<file path="src/rtl/acc_alu_pkg.sv">
package acc_alu_pkg;

    localparam int OPC_W = 8;
    localparam int FLG_W = 4;

    typedef enum logic [OPC_W-1:0] {
        OP_ADC  = 8'h00,
        OP_ADD  = 8'h01,
        OP_AND  = 8'h02,
        OP_CMP  = 8'h07,
        OP_DEC  = 8'h08,
        OP_IMUL = 8'h0b,
        OP_INC  = 8'h0d,
        OP_MUL  = 8'h1d,
        OP_NEG  = 8'h1e,
        OP_NOT  = 8'h20,
        OP_OR   = 8'h21,
        OP_ROL  = 8'h26,
        OP_ROR  = 8'h27,
        OP_SL   = 8'h28,
        OP_SR   = 8'h29,
        OP_SUB  = 8'h4b,
        OP_TEST = 8'h4c,
        OP_XOR  = 8'h4d
    } alu_op_e;

    // bit 3 down to 0
    typedef struct packed {
        logic ovf;
        logic cry;
        logic zer;
        logic neg;
    } alu_flags_t;

    // how the flags are formed
    typedef enum logic [2:0] {
        FC_KEEP,
        FC_ARITH,
        FC_LOGIC,
        FC_MULU,
        FC_MULS
    } flag_cls_e;

    // which unit drives the result
    typedef enum logic [1:0] {
        RS_ADD,
        RS_LOG,
        RS_SHF,
        RS_MUL
    } res_sel_e;

    typedef enum logic [1:0] {
        LG_AND,
        LG_OR,
        LG_XOR,
        LG_NOT
    } log_fn_e;

    // adder operand sources
    typedef enum logic [1:0] {
        AX_ACC,
        AX_OPND,
        AX_ZERO
    } add_x_e;

    typedef struct packed {
        flag_cls_e cls;
        res_sel_e  rsel;
        log_fn_e   lfn;
        add_x_e    xsel;
        logic      y_one;
        logic      sub;
        logic      use_cin;
        logic      sh_left;
        logic      sh_rot;
        logic      wr;
        logic      valid;
    } alu_ctl_t;

    function automatic alu_ctl_t decode_op(input logic [OPC_W-1:0] opc);
        alu_ctl_t c;
        c = '{cls: FC_KEEP, rsel: RS_ADD, lfn: LG_AND, xsel: AX_ACC,
              y_one: 1'b0, sub: 1'b0, use_cin: 1'b0, sh_left: 1'b0,
              sh_rot: 1'b0, wr: 1'b1, valid: 1'b1};
        case (opc)
            OP_ADD:  c.cls = FC_ARITH;
            OP_ADC:  begin c.cls = FC_ARITH; c.use_cin = 1'b1; end
            OP_SUB:  begin c.cls = FC_ARITH; c.sub = 1'b1; end
            OP_CMP:  begin c.cls = FC_ARITH; c.sub = 1'b1; c.wr = 1'b0; end
            OP_INC:  begin c.cls = FC_ARITH; c.xsel = AX_OPND; c.y_one = 1'b1; end
            OP_DEC:  begin c.cls = FC_ARITH; c.xsel = AX_OPND; c.y_one = 1'b1; c.sub = 1'b1; end
            OP_NEG:  begin c.cls = FC_ARITH; c.xsel = AX_ZERO; c.sub = 1'b1; end
            OP_AND:  begin c.cls = FC_LOGIC; c.rsel = RS_LOG; c.lfn = LG_AND; end
            OP_TEST: begin c.cls = FC_LOGIC; c.rsel = RS_LOG; c.lfn = LG_AND; c.wr = 1'b0; end
            OP_OR:   begin c.cls = FC_LOGIC; c.rsel = RS_LOG; c.lfn = LG_OR; end
            OP_XOR:  begin c.cls = FC_LOGIC; c.rsel = RS_LOG; c.lfn = LG_XOR; end
            OP_NOT:  begin c.rsel = RS_LOG; c.lfn = LG_NOT; end
            OP_SL:   begin c.rsel = RS_SHF; c.sh_left = 1'b1; end
            OP_SR:   c.rsel = RS_SHF;
            OP_ROL:  begin c.rsel = RS_SHF; c.sh_left = 1'b1; c.sh_rot = 1'b1; end
            OP_ROR:  begin c.rsel = RS_SHF; c.sh_rot = 1'b1; end
            OP_MUL:  begin c.cls = FC_MULU; c.rsel = RS_MUL; end
            OP_IMUL: begin c.cls = FC_MULS; c.rsel = RS_MUL; end
            default: begin c.wr = 1'b0; c.valid = 1'b0; end
        endcase
        return c;
    endfunction

endpackage

</file>
<file path="src/rtl/acc_alu_addsub.sv">
module acc_alu_addsub #(
    parameter int W = 16
) (
    input  logic [W-1:0] x_i,
    input  logic [W-1:0] y_i,
    input  logic         sub_i,
    input  logic         cin_i,
    output logic [W-1:0] sum_o,
    output logic         cry_o,
    output logic         ovf_o
);
    logic [W-1:0] y_eff;
    logic         c_eff;
    logic         c_out;

    always_comb begin
        y_eff = sub_i ? ~y_i : y_i;
        c_eff = sub_i ? 1'b1 : cin_i;
        {c_out, sum_o} = {1'b0, x_i} + {1'b0, y_eff} + {{W{1'b0}}, c_eff};
        // subtract reports a borrow
        cry_o = sub_i ? ~c_out : c_out;
        ovf_o = (x_i[W-1] == y_eff[W-1]) && (sum_o[W-1] != x_i[W-1]);
    end
endmodule

</file>
<file path="src/rtl/acc_alu_shift.sv">
module acc_alu_shift #(
    parameter int W = 16,
    localparam int SW = $clog2(W)
) (
    input  logic [W-1:0]  val_i,
    input  logic [SW-1:0] amt_i,
    input  logic          left_i,
    input  logic          rot_i,
    output logic [W-1:0]  res_o
);
    logic [W-1:0] stage [SW+1];

    assign stage[0] = val_i;

    for (genvar k = 0; k < SW; k++) begin : g_stage
        localparam int D = 1 << k;
        logic [W-1:0] cur;
        logic [D-1:0] wrap;
        logic [W-1:0] moved;
        assign cur = stage[k];
        always_comb begin
            if (left_i) begin
                wrap  = rot_i ? cur[W-1:W-D] : '0;
                moved = {cur[W-1-D:0], wrap};
            end else begin
                wrap  = rot_i ? cur[D-1:0] : '0;
                moved = {wrap, cur[W-1:D]};
            end
        end
        assign stage[k+1] = amt_i[k] ? moved : cur;
    end

    assign res_o = stage[SW];
endmodule

</file>
<file path="src/rtl/acc_alu_mul.sv">
module acc_alu_mul #(
    parameter int W = 16,
    localparam int H = W / 2
) (
    input  logic [W-1:0] a_i,
    input  logic [W-1:0] b_i,
    input  logic         signed_i,
    output logic [W-1:0] prod_o,
    output logic         spill_o
);
    logic [2*W-1:0] p_u;
    logic [2*W-1:0] p_s;

    always_comb begin
        p_u = {{W{1'b0}}, a_i} * {{W{1'b0}}, b_i};
        p_s = $unsigned($signed({{W{a_i[W-1]}}, a_i}) * $signed({{W{b_i[W-1]}}, b_i}));
        if (signed_i) begin
            prod_o  = p_s[W-1:0];
            spill_o = !((&p_s[2*W-1:H-1]) || !(|p_s[2*W-1:H-1]));
        end else begin
            prod_o  = p_u[W-1:0];
            spill_o = |p_u[2*W-1:H];
        end
    end
endmodule

</file>
<file path="src/rtl/acc_alu.sv">
module acc_alu
    import acc_alu_pkg::*;
#(
    parameter int W = 16,
    localparam int SW = $clog2(W)
) (
    input  logic [W-1:0]     acc_i,
    input  logic [W-1:0]     opnd_i,
    input  logic [FLG_W-1:0] flags_i,
    input  logic [OPC_W-1:0] opcode_i,
    output logic [W-1:0]     result_o,
    output logic [FLG_W-1:0] flags_o,
    output logic             wb_en_o
);
    alu_ctl_t   ctl;
    alu_flags_t fin;
    alu_flags_t fout;
    logic [W-1:0] add_x, add_y, add_r, log_r, shf_r, mul_r, res;
    logic add_c, add_v, mul_spill;

    assign ctl = decode_op(opcode_i);
    assign fin = alu_flags_t'(flags_i);

    always_comb begin
        case (ctl.xsel)
            AX_OPND: add_x = opnd_i;
            AX_ZERO: add_x = '0;
            default: add_x = acc_i;
        endcase
        add_y = ctl.y_one ? W'(1) : opnd_i;
    end

    acc_alu_addsub #(.W(W)) u_add (
        .x_i(add_x), .y_i(add_y), .sub_i(ctl.sub), .cin_i(ctl.use_cin & fin.cry),
        .sum_o(add_r), .cry_o(add_c), .ovf_o(add_v)
    );

    acc_alu_shift #(.W(W)) u_shf (
        .val_i(acc_i), .amt_i(opnd_i[SW-1:0]), .left_i(ctl.sh_left),
        .rot_i(ctl.sh_rot), .res_o(shf_r)
    );

    acc_alu_mul #(.W(W)) u_mul (
        .a_i(acc_i), .b_i(opnd_i), .signed_i(ctl.cls == FC_MULS),
        .prod_o(mul_r), .spill_o(mul_spill)
    );

    always_comb begin
        case (ctl.lfn)
            LG_AND:  log_r = acc_i & opnd_i;
            LG_OR:   log_r = acc_i | opnd_i;
            LG_XOR:  log_r = acc_i ^ opnd_i;
            default: log_r = ~opnd_i;
        endcase
    end

    always_comb begin
        case (ctl.rsel)
            RS_LOG:  res = log_r;
            RS_SHF:  res = shf_r;
            RS_MUL:  res = mul_r;
            default: res = add_r;
        endcase
        if (!ctl.valid) res = '0;
    end

    always_comb begin
        fout = fin;
        case (ctl.cls)
            FC_ARITH: begin fout.cry = add_c; fout.ovf = add_v; end
            FC_LOGIC: begin fout.cry = 1'b0; fout.ovf = 1'b0; end
            FC_MULU:  begin fout.cry = mul_spill; fout.ovf = mul_spill; end
            FC_MULS:  begin fout.cry = mul_spill; fout.ovf = 1'b0; end
            default: ;
        endcase
        if (ctl.cls != FC_KEEP) begin
            fout.zer = (res == '0) && !fout.cry && !fout.ovf;
            fout.neg = res[W-1];
        end
    end

    assign result_o = res;
    assign flags_o  = fout;
    assign wb_en_o  = ctl.wr;
endmodule

</file>
<file path="config.mk">
export PLATFORM = sky130hd
export DESIGN_NAME = acc_alu
export DESIGN_NICKNAME = d
export VERILOG_FILES = /design/src/rtl/acc_alu_pkg.sv /design/src/rtl/acc_alu_addsub.sv /design/src/rtl/acc_alu_shift.sv /design/src/rtl/acc_alu_mul.sv /design/src/rtl/acc_alu.sv
export SDC_FILE = /design/constraint.sdc
export NUM_CORES = 1
export LEC_CHECK = 0
export CAP_MARGIN = 20
export CORE_MARGIN = 2
export CORE_UTILIZATION = 35
export DETAILED_ROUTE_END_ITERATION = 10
export PLACE_DENSITY_LB_ADDON = 0.12
export RECOVER_POWER = 50
export SYNTH_ARGS = -nofsm -noshare
export SYNTH_HDL_FRONTEND = slang
export SYNTH_SLANG_ARGS = --single-unit
</file>
<file path="constraint.sdc">
create_clock -name vclk -period 14
set_input_delay 2.1 -clock vclk [all_inputs]
set_output_delay 2.1 -clock vclk [all_outputs]
set_load 0.1 [all_outputs]
</file>
== Yosys cells after proc, flatten, opt, wreduce, memory -nomap -nowiden ==
Index checks and enable logic that the tools add are counted.

* Input bits: 44
* Logic and storage cells: 106
* Register bits after elaboration: 0

* Multiplexer cells: 39
* Bitwise operators: 7
* Add/subtract/negate cells: 2
* Multipliers: 2
* Equality and inequality tests: 30
* Reductions and logical operators: 26

{| class="wikitable"
|+ Operator list
! kind !! count
|-
| 16-bit 2-to-1 mux || 12
|-
| 16-bit case mux with 3 select lines || 2
|-
| 16-bit by 16-bit multiplier with 32-bit output || 2
|-
| 8-bit by 6-bit == test with 1-bit output, second input constant || 6
|-
| 16-bit inverter || 2
|-
| 16-bit case mux with 2 select lines || 1
|-
| 25-bit AND reduction || 1
|-
| 25-bit OR reduction || 1
|-
| 8-bit by 4-bit == test with 1-bit output, second input constant || 3
|-
| 8-bit by 7-bit == test with 1-bit output, second input constant || 3
|-
| 24-bit OR reduction || 1
|-
| 18-bit OR reduction || 1
|-
| 16-bit by 16-bit adder with 17-bit output || 1
|-
| 17-bit by 1-bit adder with 17-bit output || 1
|-
| 16-bit AND || 1
|-
| 8-bit by 5-bit == test with 1-bit output, second input constant || 2
|-
| 16-bit zero test || 1
|-
| 8-bit 2-to-1 mux || 2
|-
| 16-bit OR || 1
|-
| 16-bit OR reduction || 1
|-
| 16-bit XOR || 1
|-
| 1-bit 2-to-1 mux || 12
|-
| 2-bit case mux with 3 select lines || 2
|-
| 3-bit case mux with 4 select lines || 1
|-
| 26 further kinds || 45
|}

== Logic depth before layout (Yosys ltp) ==
* Word-level depth: 21
* Depth in mapped cells: 30
* Gate-level depth less buffers: 26

== Modules after synthesis ==
Synthesis repeated with hierarchy kept, for this count alone.

* Cell total of the unflattened synthesis: 2394
* Area total of the unflattened synthesis: 19986.7 µm²

{| class="wikitable"
|+ By module, submodules not included
! module !! cells each !! times used !! area an instance (µm²)
|-
| acc_alu_mul || 1669 || 1 || 14908.0
|-
| acc_alu || 394 || 1 || 2519.9
|-
| acc_alu_shift || 219 || 1 || 1634.1
|-
| acc_alu_addsub || 112 || 1 || 924.6
|}

== Worst setup path after synthesis ==
Ideal clock, no wire load.

* Path kind: input -> output
* From: input port opnd_i[1]
* To: output port flags_o[1]
* Arrival time: 11.381 ns
* Path buffers: 5
* Stages on the path: 27
* Setup slack: 0.519 ns
* Data required time: 11.900 ns
* Path through: buf_1 -> clkbuf_1 -> clkbuf_1 -> clkbuf_1 -> buf_1 -> nand2_1 -> fa_1 -> fa_1 -> fa_1 -> inv_1 -> ha_1 -> inv_1 -> fa_1 -> fa_1 -> inv_1 -> ha_1 -> a21o_1 -> or3_1 -> o21ba_1 -> o21ai_0 -> and3_1 -> a2111oi_0 -> a221oi_1 -> nor2_1 -> nand4bb_1 -> nor4_1 -> a32o_2

{| class="wikitable"
|+ RTL lines
! item !! line !! source
|-
| start: declaration || acc_alu.sv:8 || <nowiki>input logic [W-1:0] opnd_i,</nowiki>
|-
| parallel branches: the longest is 6 deep, another holds 16-bit by 16-bit adder with 17-bit output || n/a ||
|-
| 16-bit case mux with 3 select lines * || acc_alu.sv:58 || <nowiki>case (ctl.rsel)</nowiki>
|-
| 16-bit 2-to-1 mux * || acc_alu.sv:64 || <nowiki>if (!ctl.valid) res = '0;</nowiki>
|-
| via result_o[13] || acc_alu.sv:11 || <nowiki>output logic [W-1:0] result_o,</nowiki>
|-
| 16-bit zero test * || acc_alu.sv:77 || <nowiki>fout.zer = (res == '0) && !fout.cry && !fout.ovf;</nowiki>
|-
| 1-bit logical AND * (2 in a row) || acc_alu.sv:77 ||
|-
| 2-bit 2-to-1 mux * || acc_alu.sv:76 || <nowiki>if (ctl.cls != FC_KEEP) begin</nowiki>
|-
| end: declaration || acc_alu.sv:12 || <nowiki>output logic [FLG_W-1:0] flags_o,</nowiki>
|}

Mark *: on every way through the listed nets, which the timed path passes.

== Worst setup path after layout ==
* From: input port acc_i[15]
* To: output port flags_o[1]

* Word-level cells in the longest chain between the ends: 18

{| class="wikitable"
|+ Ends and longest elaborated chain
! item !! line !! source
|-
| start: declaration || acc_alu.sv:7 || <nowiki>input logic [W-1:0] acc_i,</nowiki>
|-
| parallel branches: the longest is 16 deep, another holds 16-bit by 16-bit multiplier with 32-bit output || n/a ||
|-
| 1-bit logical AND * || acc_alu.sv:77 ||
|-
| 2-bit 2-to-1 mux * || acc_alu.sv:76 ||
|}

Every way passes the cells marked *.

==> impl_metrics.ini <==
[run_status]
status = finished, final reports clean

[placement]
dpl.cell_count = 3160
hpwl_um = 69400
port_buffers = 65
gp_congestion = 0.949

[floorplan]
initial_core_util_pct = 35.4
pin_count = 65
core_um2 = 55100
die_area_um2 = 57700
die_h_um = 240
core.rowCount = 86
die_w_um = 240

[logic_synthesis]
synth_seq_area_share_pct = 0
synth_cells = 2401
syn_nets = 3014
synth_top_area_cell = fa_1
synth.avg_cell_area_um2 = 8.13
synth.most_common_cell = inv_1
synth.cell_area_um2 = 19500
ys_warn_count = 0
ys_top_cells_by_count = inv_1 (404), fa_1 (368), nand2_1 (329)
synth.distinct_cells = 91
synth_area_leaders = fa_1 (38%), ha_1 (13%), inv_1 (7.8%)
yosysTopAreaCellShare_pct = 37.7

[setup_path]
crit_type = primary input to primary output
required_ns = 11.90
crit_arrival_ns = 11.44
cp_max_fo = 10
crit_path_end_kind = primary output
startpoint_type = primary input

[layout]
drive_gt1_share_pct = 5.22
syn2layout_area_growth_pct = 8.67
antennaDiodeCount = 0
n_fill_cell = 5856
seq_cell_count = 0
final_cells = 3162
final_nets = 3029
clkbuf_count = 0
final_util_pct = 38.5
seqCellArea_um2 = 0

[clock_tree]
postCtsSetupRepairBufs = 0
holdBufCountCts = 0
cts_resized = 0

[global_route]
grt_pass1_vias = 18714
grt.busiest_layer = met2
grt_remaining_overflow = 0
antenna_found_initial = 0
grtUsageMet3_pct = 1.95
grt.total_usage_pct = 29.2
grt_pass1_wl_um = 124000
met2_usage_pct = 50.1
grt_max_degree = 49
globalRouteMet1Util_pct = 39.5

[sta]
max_freq_mhz = 73.9
tns_ns = 0
rsz0062_at_grt = false
setup_viol = 0
worst_pin_slew_ns = 1.18
max_slew_margin_pct = 21.8
maxSlewViolCount = 0
fin_crit_ns = 13.54
report.final.hold_viol_count = 0
period_share_pct = 96.7

[job]
maxCapViolations = 0

[drt]
drtIter0Drc = 1787
wirelength_um = 83300
via_count = 18112
wire_per_inst_um = 26.3
viasPerCell = 5.73
postRouteAntennaNets = 0
route.detailed.drc = 0
dr.pass1.iters = 6

[hold_path]
hp-class = primary input to primary output
cell families (layout without fill, tap and decap cells):
group           after synthesis  count (layout)  share of synthesized area [%]
mux                          21              21                           1.54
xor+xnor                     77              77                           3.45
buf+inv                     539             552                           10.5
fa+ha+maj                   569             569                           50.6
simple gates                722             722                           17.3
compound gates              473             473                           16.6
layer usage:
| metal | wire [µm] | vias to the layer above |
|---|---|---|
| met5 | 0 | - |
| met4 | 3130 | 0 |
| met3 | 4890 | 139 |
| met2 | 40300 | 733 |
| met1 | 35000 | 9230 |
| li1 | - | 8010 |
cell usage in the layout (no fill, tap or decap), types with 11 or more instances in the layout:
cell type        synthesis  layout
a211o_1                 13      13
a211oi_1                30      30
a21o_1                  25      25
a21oi_1                101     101
a221oi_1                18      18
a22o_1                  11      11
a22oi_1                 12      12
a31oi_1                 14      14
and2_1                  15      15
and3_1                  24      24
buf_4                    0      79
clkdlybuf4s50_1          0      46
fa_1                   368     368
ha_1                   201     201
inv_1                  404     404
mux2i_1                 12      12
nand2_1                329     329
nand2b_1                19      19
nand3_1                 40      40
nand4_1                 11      11
nor2_1                 153     153
nor2b_1                 12      12
nor3_1                  37      37
nor4_1                  14      14
o211ai_1                38      38
o21a_1                  14      14
o21ai_0                 88      87
o22ai_1                 11      11
xnor2_1                 57      57
xor2_1                  20      20
critical path, stage by stage:
cell	delay [ns]
clkdlybuf4s50_1	0.48
clkinv_1	0.56
nor2_1	0.62
fa_1	0.49
inv_1	0.09
fa_1	0.42
fa_1	0.55
fa_1	0.58
fa_1	0.43
fa_1	0.49
inv_1	0.04
ha_1	0.35
a211o_1	0.32
a221oi_1	0.36
nor2b_1	0.25
a21oi_1	0.18
xnor2_1	0.26
nor4_1	0.51
nand4b_1	0.15
nor4_1	0.36
nand4_1	0.24
o41ai_1	0.96
buf_4	0.26
a32o_2	0.21
buf_12	0.18
worst paths after layout:
path	from	to	cells after the start
worst min-delay path	flags_i[0]	flags_o[0]	4
worst max-delay path	acc_i[15]	flags_o[1]	25
per-stage QoR:
stage	hold WS [ns]	setup WS (ns)	cell area (µm²)
2_1_floorplan	4.61	0.519	19500
3_3_place_gp	4.95	0.636	21200
3_5_place_dp	4.96	0.692	21200
4_1_cts	4.97	0.659	21200
5_1_grt	5.02	0.228	21200
6_report	4.97	0.461	21200
layout make-up:
class                           count  area [µm²]  area share, %
Tap cell                          748         936           4.41
Inverter                          411        1540           7.27
Multi-Input combinational cell   1862       17500           82.5
Timing Repair Buffer              141        1230           5.80
Power is left out: the tool's default activity adds up to more than one toggle a clock period on the data nets, which glitch-free logic cannot reach.
